### src/rtl/alm_pkg.sv
// Package: shared constants and the time bundle for the alarm comparator.
// Assumes byte-wide registers addressed with a 4-bit pointer.
package alm_pkg;
    localparam int BYTE_W    = 8;
    localparam int ADDR_W    = 4;
    localparam int SEC_W     = 7;
    localparam int MIN_W     = 7;
    localparam int HOUR_W    = 7;
    localparam int WDAY_W    = 4;
    localparam int MDAY_W    = 6;
    localparam int NUM_ALM   = 2;
    localparam int A1_BYTES  = 4;
    localparam int A2_BYTES  = 3;
    localparam int ALM_BYTES = A1_BYTES + A2_BYTES;
    localparam int ALM_BASE  = 7;
    localparam int CTRL_ADDR = 14;
    localparam int STAT_ADDR = 15;
    localparam int CTRL_W    = 3;
    localparam int MASK_BIT  = 7;
    localparam int DYDT_BIT  = 6;
    localparam int ROUTE_BIT = 2;

    typedef struct packed {
        logic [SEC_W-1:0]  sec;
        logic [MIN_W-1:0]  min;
        logic [HOUR_W-1:0] hour;
        logic [WDAY_W-1:0] wday;
        logic [MDAY_W-1:0] mday;
    } rtc_time_t;
endpackage

### src/rtl/alm_field_cmp.sv
// Module: one maskable 7-bit field compare (seconds, minutes or hours).
// Assumes the field sits in bits 6:0 of the alarm byte and bit 7 is the mask.
module alm_field_cmp
    import alm_pkg::*;
#(
    parameter int CUR_W = SEC_W
) (
    input  logic [BYTE_W-1:0] alm_byte,
    input  logic [CUR_W-1:0]  cur,
    output logic              hit
);
    // Field hits when masked or when the stored value equals the current one.
    always_comb begin
        hit = alm_byte[MASK_BIT] | (alm_byte[CUR_W-1:0] == cur);
    end
endmodule

### src/rtl/alm_unit.sv
// Module: one alarm unit; combines field hits into a match.
// With HAS_SEC=0 the unit has no seconds byte and matches only at second 00.
// Byte order inside alm: [seconds,] minutes, hours, day/date, lowest first.
module alm_unit
    import alm_pkg::*;
#(
    parameter int HAS_SEC = 1,
    parameter int NB      = (HAS_SEC != 0) ? A1_BYTES : A2_BYTES
) (
    input  logic [NB-1:0][BYTE_W-1:0] alm,
    input  rtc_time_t                 now,
    output logic                      hit
);
    localparam int OFS = (HAS_SEC != 0) ? 1 : 0;
    localparam int DD  = OFS + 2;

    logic       sec_hit;
    logic [1:0] mh_hit;
    logic       dd_hit;

    generate
        if (HAS_SEC != 0) begin : g_sec
            alm_field_cmp #(.CUR_W(SEC_W)) u_sec (
                .alm_byte (alm[0]),
                .cur      (now.sec),
                .hit      (sec_hit)
            );
        end else begin : g_nosec
            // Minute-granularity alarm: only the strobe at second 00 counts.
            always_comb begin
                sec_hit = (now.sec == '0);
            end
        end

        for (genvar k = 0; k < 2; k++) begin : g_mh
            alm_field_cmp #(.CUR_W(MIN_W)) u_mh (
                .alm_byte (alm[OFS+k]),
                .cur      ((k == 0) ? now.min : now.hour),
                .hit      (mh_hit[k])
            );
        end
    endgenerate

    // Day/date byte: bit 6 picks day of week or date as the compared field.
    always_comb begin
        if (alm[DD][MASK_BIT])
            dd_hit = 1'b1;
        else if (alm[DD][DYDT_BIT])
            dd_hit = (alm[DD][WDAY_W-1:0] == now.wday);
        else
            dd_hit = (alm[DD][MDAY_W-1:0] == now.mday);
    end

    // Whole alarm matches only when every field agrees.
    always_comb begin
        hit = sec_hit & (&mh_hit) & dd_hit;
    end
endmodule

### src/rtl/alm_regs.sv
// Module: alarm bytes, control bits and sticky flags.
// Assumes single-cycle writes. A strobe match outranks a clearing write.
module alm_regs
    import alm_pkg::*;
(
    input  logic                               clk,
    input  logic                               rst_n,
    input  logic                               tick,
    input  logic                               wr_en,
    input  logic [ADDR_W-1:0]                  wr_addr,
    input  logic [BYTE_W-1:0]                  wr_data,
    input  logic [NUM_ALM-1:0]                 hit,
    output logic [ALM_BYTES-1:0][BYTE_W-1:0]   alm_bytes,
    output logic [CTRL_W-1:0]                  ctrl,
    output logic [NUM_ALM-1:0]                 flags
);
    logic stat_wr;
    logic ctrl_wr;

    // Decode the two single-address registers.
    always_comb begin
        stat_wr = wr_en && (wr_addr == ADDR_W'(STAT_ADDR));
        ctrl_wr = wr_en && (wr_addr == ADDR_W'(CTRL_ADDR));
    end

    generate
        for (genvar j = 0; j < ALM_BYTES; j++) begin : g_byte
            // Alarm byte j: loaded by a write to its address.
            always_ff @(posedge clk) begin
                if (!rst_n)
                    alm_bytes[j] <= '0;
                else if (wr_en && (wr_addr == ADDR_W'(ALM_BASE + j)))
                    alm_bytes[j] <= wr_data;
            end
        end

        for (genvar i = 0; i < NUM_ALM; i++) begin : g_flag
            // Sticky flag i: set on a strobe match, cleared by writing 0.
            always_ff @(posedge clk) begin
                if (!rst_n)
                    flags[i] <= 1'b0;
                else if (tick && hit[i])
                    flags[i] <= 1'b1;
                else if (stat_wr && !wr_data[i])
                    flags[i] <= 1'b0;
            end

            // a flag may only rise in the cycle after a strobe.
            a_r6_rise_on_tick : assert property (@(posedge clk) disable iff (!rst_n)
                $rose(flags[i]) |-> $past(tick));

            // a flag may only fall after a status write with that bit at 0.
            a_r7_clear_by_zero : assert property (@(posedge clk) disable iff (!rst_n)
                $fell(flags[i]) |-> $past(stat_wr && !wr_data[i]));
        end
    endgenerate

    // Control bits: enables and routing select; routing select resets to 1.
    always_ff @(posedge clk) begin
        if (!rst_n)
            ctrl <= CTRL_W'(1 << ROUTE_BIT);
        else if (ctrl_wr)
            ctrl <= wr_data[CTRL_W-1:0];
    end
endmodule

### src/rtl/alarm_match_unit.sv
// Module: top of the dual alarm comparator with interrupt routing.
// Assumes tick is a one-cycle pulse and time inputs are stable when it is high.
module alarm_match_unit
    import alm_pkg::*;
(
    input  logic                 clk,
    input  logic                 rst_n,
    input  logic                 tick,
    input  logic [SEC_W-1:0]     cur_sec,
    input  logic [MIN_W-1:0]     cur_min,
    input  logic [HOUR_W-1:0]    cur_hour,
    input  logic [WDAY_W-1:0]    cur_wday,
    input  logic [MDAY_W-1:0]    cur_mday,
    input  logic                 wr_en,
    input  logic [ADDR_W-1:0]    wr_addr,
    input  logic [BYTE_W-1:0]    wr_data,
    output logic [NUM_ALM-1:0]   alarm_flag,
    output logic                 int_a_n,
    output logic                 int_b_n
);
    rtc_time_t                         now;
    logic [ALM_BYTES-1:0][BYTE_W-1:0]  alm_bytes;
    logic [CTRL_W-1:0]                 ctrl;
    logic [NUM_ALM-1:0]                flags;
    logic [NUM_ALM-1:0]                hit;
    logic [NUM_ALM-1:0]                act;

    // Bundle the time inputs.
    always_comb begin
        now = '{sec: cur_sec, min: cur_min, hour: cur_hour,
                wday: cur_wday, mday: cur_mday};
    end

    alm_regs u_regs (
        .clk       (clk),
        .rst_n     (rst_n),
        .tick      (tick),
        .wr_en     (wr_en),
        .wr_addr   (wr_addr),
        .wr_data   (wr_data),
        .hit       (hit),
        .alm_bytes (alm_bytes),
        .ctrl      (ctrl),
        .flags     (flags)
    );

    alm_unit #(.HAS_SEC(1)) u_alm1 (
        .alm (alm_bytes[A1_BYTES-1:0]),
        .now (now),
        .hit (hit[0])
    );

    alm_unit #(.HAS_SEC(0)) u_alm2 (
        .alm (alm_bytes[ALM_BYTES-1:A1_BYTES]),
        .now (now),
        .hit (hit[1])
    );

    // Interrupt routing from enabled flags.
    always_comb begin
        act        = flags & ctrl[NUM_ALM-1:0];
        alarm_flag = flags;
        if (ctrl[ROUTE_BIT]) begin
            int_a_n = ~act[0];
            int_b_n = ~act[1];
        end else begin
            int_a_n = ~(|act);
            int_b_n = 1'b1;
        end
    end

    // a strobe match always leaves its flag set in the next cycle.
    a_r8_match_wins : assert property (@(posedge clk) disable iff (!rst_n)
        $past(rst_n && tick && hit[0]) |-> alarm_flag[0]);
    a_r8_match_wins_b : assert property (@(posedge clk) disable iff (!rst_n)
        $past(rst_n && tick && hit[1]) |-> alarm_flag[1]);

    // interrupt B stays idle whenever routing select is 0.
    a_r10_b_idle : assert property (@(posedge clk) disable iff (!rst_n)
        !ctrl[ROUTE_BIT] |-> int_b_n);

    // an active interrupt always has a set flag behind it.
    a_r11_int_needs_flag : assert property (@(posedge clk) disable iff (!rst_n)
        (!int_a_n || !int_b_n) |-> (|alarm_flag));
endmodule

### config.mk
export PLATFORM = sky130hd
export DESIGN_NAME = alarm_match_unit
export DESIGN_NICKNAME = d
export VERILOG_FILES = /design/src/rtl/alm_pkg.sv /design/src/rtl/alm_field_cmp.sv /design/src/rtl/alm_unit.sv /design/src/rtl/alm_regs.sv /design/src/rtl/alarm_match_unit.sv
export SDC_FILE = /design/constraint.sdc
export NUM_CORES = 1
export LEC_CHECK = 0
export CORE_MARGIN = 1
export CORE_UTILIZATION = 50
export CTS_CLUSTER_DIAMETER = 120
export DETAILED_ROUTE_END_ITERATION = 6
export DONT_BUFFER_PORTS = 1
export HOLD_SLACK_MARGIN = 0.02
export PLACE_DENSITY_LB_ADDON = 0.15
export SETUP_SLACK_MARGIN = 0.1
export SLEW_MARGIN = 20
export SYNTH_ARGS = -nofsm -noshare
export SYNTH_HDL_FRONTEND = slang
export SYNTH_HIERARCHICAL = 1
export SYNTH_SLANG_ARGS = --single-unit
export TNS_END_PERCENT = 100
### constraint.sdc
create_clock -name clk -period 2.33 [get_ports clk]
set_input_delay 0.1165 -clock clk [delete_from_list [all_inputs] [get_ports clk]]
set_output_delay 0.1165 -clock clk [all_outputs]
set_load 0.02 [all_outputs]
Yosys cells after proc, flatten, opt, wreduce, memory -nomap -nowiden. Index checks and enable logic that the tools add are counted. W data, S select, Z words.

Multipliers: 0. Reductions and logical operators: 21. Multiplexer cells: 10. Add/sub/neg operators: 0. Eq/ne operators: 18. Bitwise operators: 13. Div/mod/pow operators: 0. Order comparisons: 0. Shifts and indexed selects: 0.

Operator list (number): $eq A7 B7 Y1 (5); $eq A4 B4 Y1 const B (8); $logic_and A1 B1 Y1 (13); $eq A6 B6 Y1 (2); $mux W1 (10); $eq A4 B4 Y1 (2); $logic_not A7 Y1 (1); $or A1 B1 Y1 (5); $and A1 B1 Y1 (4); $eq A4 B3 Y1 const B (1); $reduce_and A2 Y1 (2); $reduce_bool A2 Y1 (2); $not A1 Y1 (3); $and A2 B2 Y2 (1); $logic_not A1 Y1 (2); $reduce_or A2 Y1 (1).

Input bits: 47. Bits in read-only memories: 0. Bits in latches: 0. Memories: 0. RAM bits: 0. Register bits: 61.

Depth between registers and ports, before layout. Gate-level depths: netlist of the first run.

Word-level depth: 7. Mapped depth: 8. Depth with buffers taken out: 8.

Hierarchy. Netlist of the first run, hierarchy kept.

By module, submodules not included: alm_regs (cells an instance 218, area each 2273.4 µm², instances 1); alm_field_cmp (cells an instance 9, area each 77.6 µm², instances 5); alm_unit (u_alm2) (cells an instance 19, area each 137.6 µm², instances 1); alm_unit (u_alm1) (cells an instance 16, area each 122.6 µm², instances 1); alarm_match_unit (cells an instance 3, area each 23.8 µm², instances 1).

Least setup slack after synthesis of the first run. Ideal clock, no wire load.

Path kind: flip-flop to flip-flop. Start point: register u_regs/alm_bytes[33] (netlist bit). End point: register u_regs.flags[1]. Path buffers: 0. Data required time: 2254 ps. Data arrival time: 1604 ps. Stages on the path, launching flop included: 9. Slack: 650 ps. Period minus slack after synthesis: 1680 ps. Cell sequence: dfxtp_1 xor2_1 nor4_1 a41o_1 nand4_1 or4_1 a21oi_1 nand2_1 a21boi_0.

Cells in the longest elaborated chain, start to end: 7. Elaborated cells between the ends (all ways): 8. Those cells by class: eq/ne: 1; mux: 1; bitwise: 3; reduce/logical: 3.

RTL lines: start: declaration (line alm_regs.sv:13) `output logic [ALM_BYTES-1:0][BYTE_W-1:0] alm_bytes,`; start signal: indexed assignment (line alm_regs.sv:33) `alm_bytes[j] <= wr_data;`; $eq A7 B7 Y1 * (line alm_field_cmp.sv:14) `hit = alm_byte[MASK_BIT] | (alm_byte[CUR_W-1:0] == cur);`; $or A1 B1 Y1 * (line alm_field_cmp.sv:14); via u_alm2.mh_hit[0] (line alm_unit.sv:18) `logic [1:0] mh_hit;`; $reduce_and A2 Y1 * (line alm_unit.sv:56) `hit = sec_hit & (&mh_hit) & dd_hit;`; $and A1 B1 Y1 * (2 in series) (line alm_unit.sv:56); via hit[1] (line alarm_match_unit.sv:25) `logic [NUM_ALM-1:0] hit;`; $logic_and A1 B1 Y1 * (line alm_regs.sv:42) `else if (tick && hit[i])`; $mux W1 or $reduce_bool A2 Y1 (tied branches); end signal: indexed assignment (line alm_regs.sv:41) `flags[i] <= 1'b0;`; end signal: indexed assignment (line alm_regs.sv:43) `flags[i] <= 1'b1;`; end signal: indexed assignment (line alm_regs.sv:45) `flags[i] <= 1'b0;`; end: declaration (line alm_regs.sv:15) `output logic [NUM_ALM-1:0] flags`.

Mark *: on every way through the listed nets, which the timed path passes. The rest lies on a longest branch. A chain may end at the register's enable or synchronous reset.

Final worst setup path of the first run. Ends and elaborated chain as after synthesis.

==> results of run 1 <==
cell usage after synthesis:
master     number  area (um^2)
a21boi_0        2         15.0
a21oi_1         1         5.00
a221oi_1        1         8.76
a2bb2oi_2       1         15.0
a31oi_1         1         6.26
a41o_1          5         50.1
buf_2           1         5.00
buf_6           2         22.5
clkbuf_1        7         26.3
dfxtp_1        61         1220
inv_1           1         3.75
mux2i_1        58          581
nand2_1        71          267
nand2b_1        2         12.5
nand3_1         2         10.0
nand3_4         1         17.5
nand3b_4        1         20.0
nand4_1         2         12.5
nor2_1          4         15.0
nor2_2          4         25.0
nor3_1          2         10.0
nor3_4          1         16.3
nor4_1          8         50.1
o21ai_0         1         5.00
o311ai_0        1         8.76
o31ai_1         2         15.0
or3_1           2         12.5
or4_1           1         7.51
xnor2_1        19          166
xor2_1         36          315
sequential cells by signal (all words and copies together), names as in the netlist:
register          count
u_regs/ctrl           3
u_regs/flags          2
u_regs/alm_bytes     56
metal layers:
metal,GRT usage,up-vias,share of wire
met2,0.371,41,0.48
met5,0,-,0
met4,0.128,0,0.017
met3,0.0609,10,0.052
li1,-,1043,-
met1,0.299,1019,0.45
power breakdown:
group	internal (mW)	switching (mW)
logic	0.0645	0.0809
clock network	0.718	0.416
registers	1.06	0.00972
total	1.84	0.507
cells by family (layout without fill, tap and decap cells):
| family | after synthesis | in the layout | share of synthesized area |
|---|---|---|---|
| simple gates | 101 | 101 | 0.161 |
| mux | 58 | 58 | 0.197 |
| xor+xnor | 55 | 55 | 0.164 |
| flops | 61 | 61 | 0.415 |
| buf+inv | 11 | 22 | 0.0195 |
| compound gates | 15 | 15 | 0.0438 |
final cells by class:
cell class	instances	share of cell area
clock buffers	13	0.0543
clock inverters	3	0.0198
inverters	1	0.00114
multi-input cells	229	0.506
flip-flops and latches	61	0.371
well taps	72	0.0274
repair buffers	5	0.0205
worst max-delay path, cell delays in order (launching register included):
cell	delay, ps
dfxtp_1	320
xor2_1	140
nor4_1	320
a41o_1	250
nand4_1	80
or4_1	430
a21oi_1	160
nand2_1	70
a21boi_0	140
final timing paths:
kind                        startpoint                   end  slack [ps]  cells after the start
setup reg to reg  u_regs/alm_bytes[33]       u_regs/flags[1]         370                      8
hold reg to reg   u_regs/alm_bytes[47]  u_regs/alm_bytes[47]         460                      2
hold / removal              wr_data[1]       u_regs/flags[1]          40                      2
setup / recovery  u_regs/alm_bytes[33]       u_regs/flags[1]         370                      8
==> run metrics, run 1 <==
Syn Area/Cell 9.79 um^2; Register Area 1220 um^2; Die Width 78.8 um; Design Power 2.34 mW; Post-DP HPWL 4510 um; YS warnings 6; Distinct cells, synth 30; status completed; cts hold-fix bufs 5; WL per Instance 17.5 um; Max clock buf depth 2; first-pass GRT wire length 10900 um; drt pass-1 iters 4; Startpoint Class flop; commonest cells after routing, fill and taps aside nand2_1 (71), dfxtp_1 (61), mux2i_1 (58), xor2_1 (36), xnor2_1 (19); mapped cell area 2950 um^2; clock slew at reported path FFs 70 ps; Final WS setup 366 ps; proportion of layout cells with a drive suffix above 1 0.0801; Post-Syn Nets 348; Total Nets Final 354; setup violators final 0; TNS Setup 0 ps; Pins Over Slew Limit 0; PostCTS Resize Cnt 0; Clock Skew 8.08 ps; cts bufs inserted 9; die area 6200 um^2; DR iter-0 viols 69; Leak Pwr 1.31 nW; Max-cap violations 0; maximum vdd drop 385 uV; largest net degree at the start of global routing 62; GP Congestion 0.770; number of global-route vias before repair 2171; WS Path Type flop to flop; Die H 78.8 um; vias 2113; normalized max-slew margin 0.583; worst endpoint required time 2600 ps; sequential area share after synthesis 0.415; CP max FO 2; Place WS 348 ps; H-Tree Depth 3; Routed WL 6720 um; ant diodes 0; fin area 3290 um^2; CP endpoint kind flop; number of top-level pins 51; Filler Cell Count 504; most common cell after layout, fill and taps aside nand2_1; dpl cell area 2980 um^2; DRT antenna net count 0; part of the cycle the worst path needs 0.843; number of remaining DRC errors 0; FMAX 509 MHz; Core Area 5610 um^2; clock root cell clkbuf_8; synth-to-layout area growth 11.8%; CTS tree yes; HP Class input pin to flop; std cell rows 27; Synth Instances 301; worst-margin pin slew 625 ps; Global Route Usage Sum 0.238; Power Dens Cells 712 nW/um^2; # port buffers 0; GRT overflow 0; total clock sinks 61; post-route minimum period 1960 ps; clock insertion delay at the later pin of the skew report 340 ps; footprint of the multi-input gates 1670 um^2; dpl cells 363; Worst Hold Slack 43.5 ps; initial core utilization 0.525; Final Hold Vio Count 0; Vias/cell 5.50; RSZ-0062 raised after global routing no; Post-CTS Setup Inserts 0; Util after Layout 0.587; final cell count without fillers 384; Worst EP arrival 2230 ps; initial antenna violation count 0; post-synthesis register bit count 61
No activity file was read; power rests on OpenSTA's default activity.
==> inputs of run 2 (changes only) <==
==> constraint.sdc (replaced) <==
create_clock -name clk -period 1.6 [get_ports clk]
set_input_delay 0.08 -clock clk [delete_from_list [all_inputs] [get_ports clk]]
set_output_delay 0.08 -clock clk [all_outputs]
set_load 0.02 [all_outputs]
==> run metrics, run 2 (same netlist as run 1, synthesis figures left out) <==
status finished, violations left; failing checks negative setup slack; worst-margin pin slew 600 ps; Post-CTS Setup Inserts 0; normalized max-slew margin 0.599; H-Tree Depth 3; commonest cells after routing, fill and taps aside nand2_1 (71), mux2i_1 (58), dfxtp_1 (58), xor2_1 (36), dlygate4sd3_1 (21); CP endpoint kind flop; ant diodes 0; clock insertion delay at the later pin of the skew report 330 ps; dpl cells 363; Max-cap violations 0; Filler Cell Count 507; largest net degree at the start of global routing 45; Leak Pwr 1.34 nW; part of the cycle the worst path needs 1.15; Final Hold Vio Count 0; total clock sinks 61; Die H 78.8 um; CP max stage delay 430 ps; number of global-route vias before repair 2289; vias 2169; RSZ-0062 raised after global routing yes; setup violators final 1; # port buffers 0; Core Area 5610 um^2; Worst EP arrival 2110 ps; post-route minimum period 1840 ps; GRT overflow 0; first-pass GRT wire length 11200 um; Max clock buf depth 2; clock slew at reported path FFs 70 ps; die area 6200 um^2; HP Class input pin to flop; GP Congestion 0.767; cts bufs inserted 9; number of top-level pins 51; drt pass-1 iters 4; number of remaining DRC errors 0; Total Nets Final 371; Largest Register u_regs/alm_bytes; Final WS setup -243 ps; Startpoint Class flop; std cell rows 27; CTS tree yes; maximum vdd drop 573 uV; Design Power 3.41 mW; Slowest cell on crit path or4_4; TNS Setup -243 ps; proportion of layout cells with a drive suffix above 1 0.100; WL per Instance 17.4 um; worst endpoint required time 1870 ps; Post-DP HPWL 4470 um; initial antenna violation count 0; CP Cell Sequence xor2_1, nor4_2, a41o_1, nand4_1, or4_4, a21oi_2, nand2_1, a21boi_1; Vias/cell 5.41; Pins Over Slew Limit 0; synth-to-layout area growth 18.4%; clock root cell clkbuf_8; WS Path Type flop to flop; Routed WL 6980 um; max FFs per register 56; DRT antenna net count 0; FMAX 543 MHz; Clock Skew 8.34 ps; initial core utilization 0.525; most common cell after layout, fill and taps aside nand2_1; Die Width 78.8 um; Largest regs u_regs/alm_bytes: 56 flops, u_regs/ctrl: 3 flops, u_regs/flags: 2 flops; DR iter-0 viols 122; CP max FO 2; Global Route Usage Sum 0.243; Power Dens Cells 977 nW/um^2; final cell count without fillers 401
## run 2: metal layers
metal  GRT usage  share of wire  wire [um]
met1       0.297           0.46       3200
met2       0.405           0.48       3370
met3      0.0575          0.044        310
met4       0.109          0.014         95
met5           0              0          0
## run 2: path summary, 6_finish.rpt
path,from,endpoint,slack [ps],cells past startpoint
max,u_regs/alm_bytes[33],u_regs/flags[1],-240,8
min,cur_sec[4],u_regs/flags[1],20,4
min reg2reg,u_regs/alm_bytes[55],u_regs/alm_bytes[55],460,2
max reg2reg,u_regs/alm_bytes[33],u_regs/flags[1],-240,8
## run 2: critical path: cells and delay by family (launching register included)
kind	cells	cell delay (ps)
DFF	1	320
and+or+nand+nor	4	860
AOI/OAI and AO/OA	3	450
xor gates and xnor gates	1	140
## run 2: what timing repair did
| action | in CTS | in global routing |
|---|---|---|
| pin swaps | 2 | 4 |
| cloned | 0 | 0 |
| hold buffers | 22 | 0 |
| endpoints found under the hold margin | 61 | 0 |
| resized for setup | 4 | 5 |
| setup endpoints to repair | 2 | 2 |
## run 2: cell type report
class                   instances  area, um^2  area share
multi-input cells             229        1690       0.486
flip-flops and latches         61        1220       0.351
repair buffers                 22         230      0.0660
clock buffers                  13         179      0.0513
well taps                      72        90.1      0.0258
clock inverters                 3        65.1      0.0187
inverters                       1        3.75     0.00108
## run 2: metrics by stage
stage / instance area (um^2) / setup slack, ps / hold slack, ps / util
floorplan: 2950 / -37.3 / 221 / -
global placement: 2980 / -224 / 177 / 0.532
detailed placement: 2980 / -307 / 190 / 0.532
CTS: 3470 / -291 / 11.9 / 0.619
global route: 3490 / -384 / 31.3 / 0.622
finish: 3490 / -243 / 19.7 / 0.622
## run 2: power by group
| part | internal, mW | leakage, nW | switching [mW] |
|---|---|---|---|
| clock network | 1.05 | 0.126 | 0.592 |
| registers | 1.54 | 0.494 | 0.0138 |
| logic | 0.0980 | 0.716 | 0.118 |
| total | 2.68 | 1.34 | 0.724 |
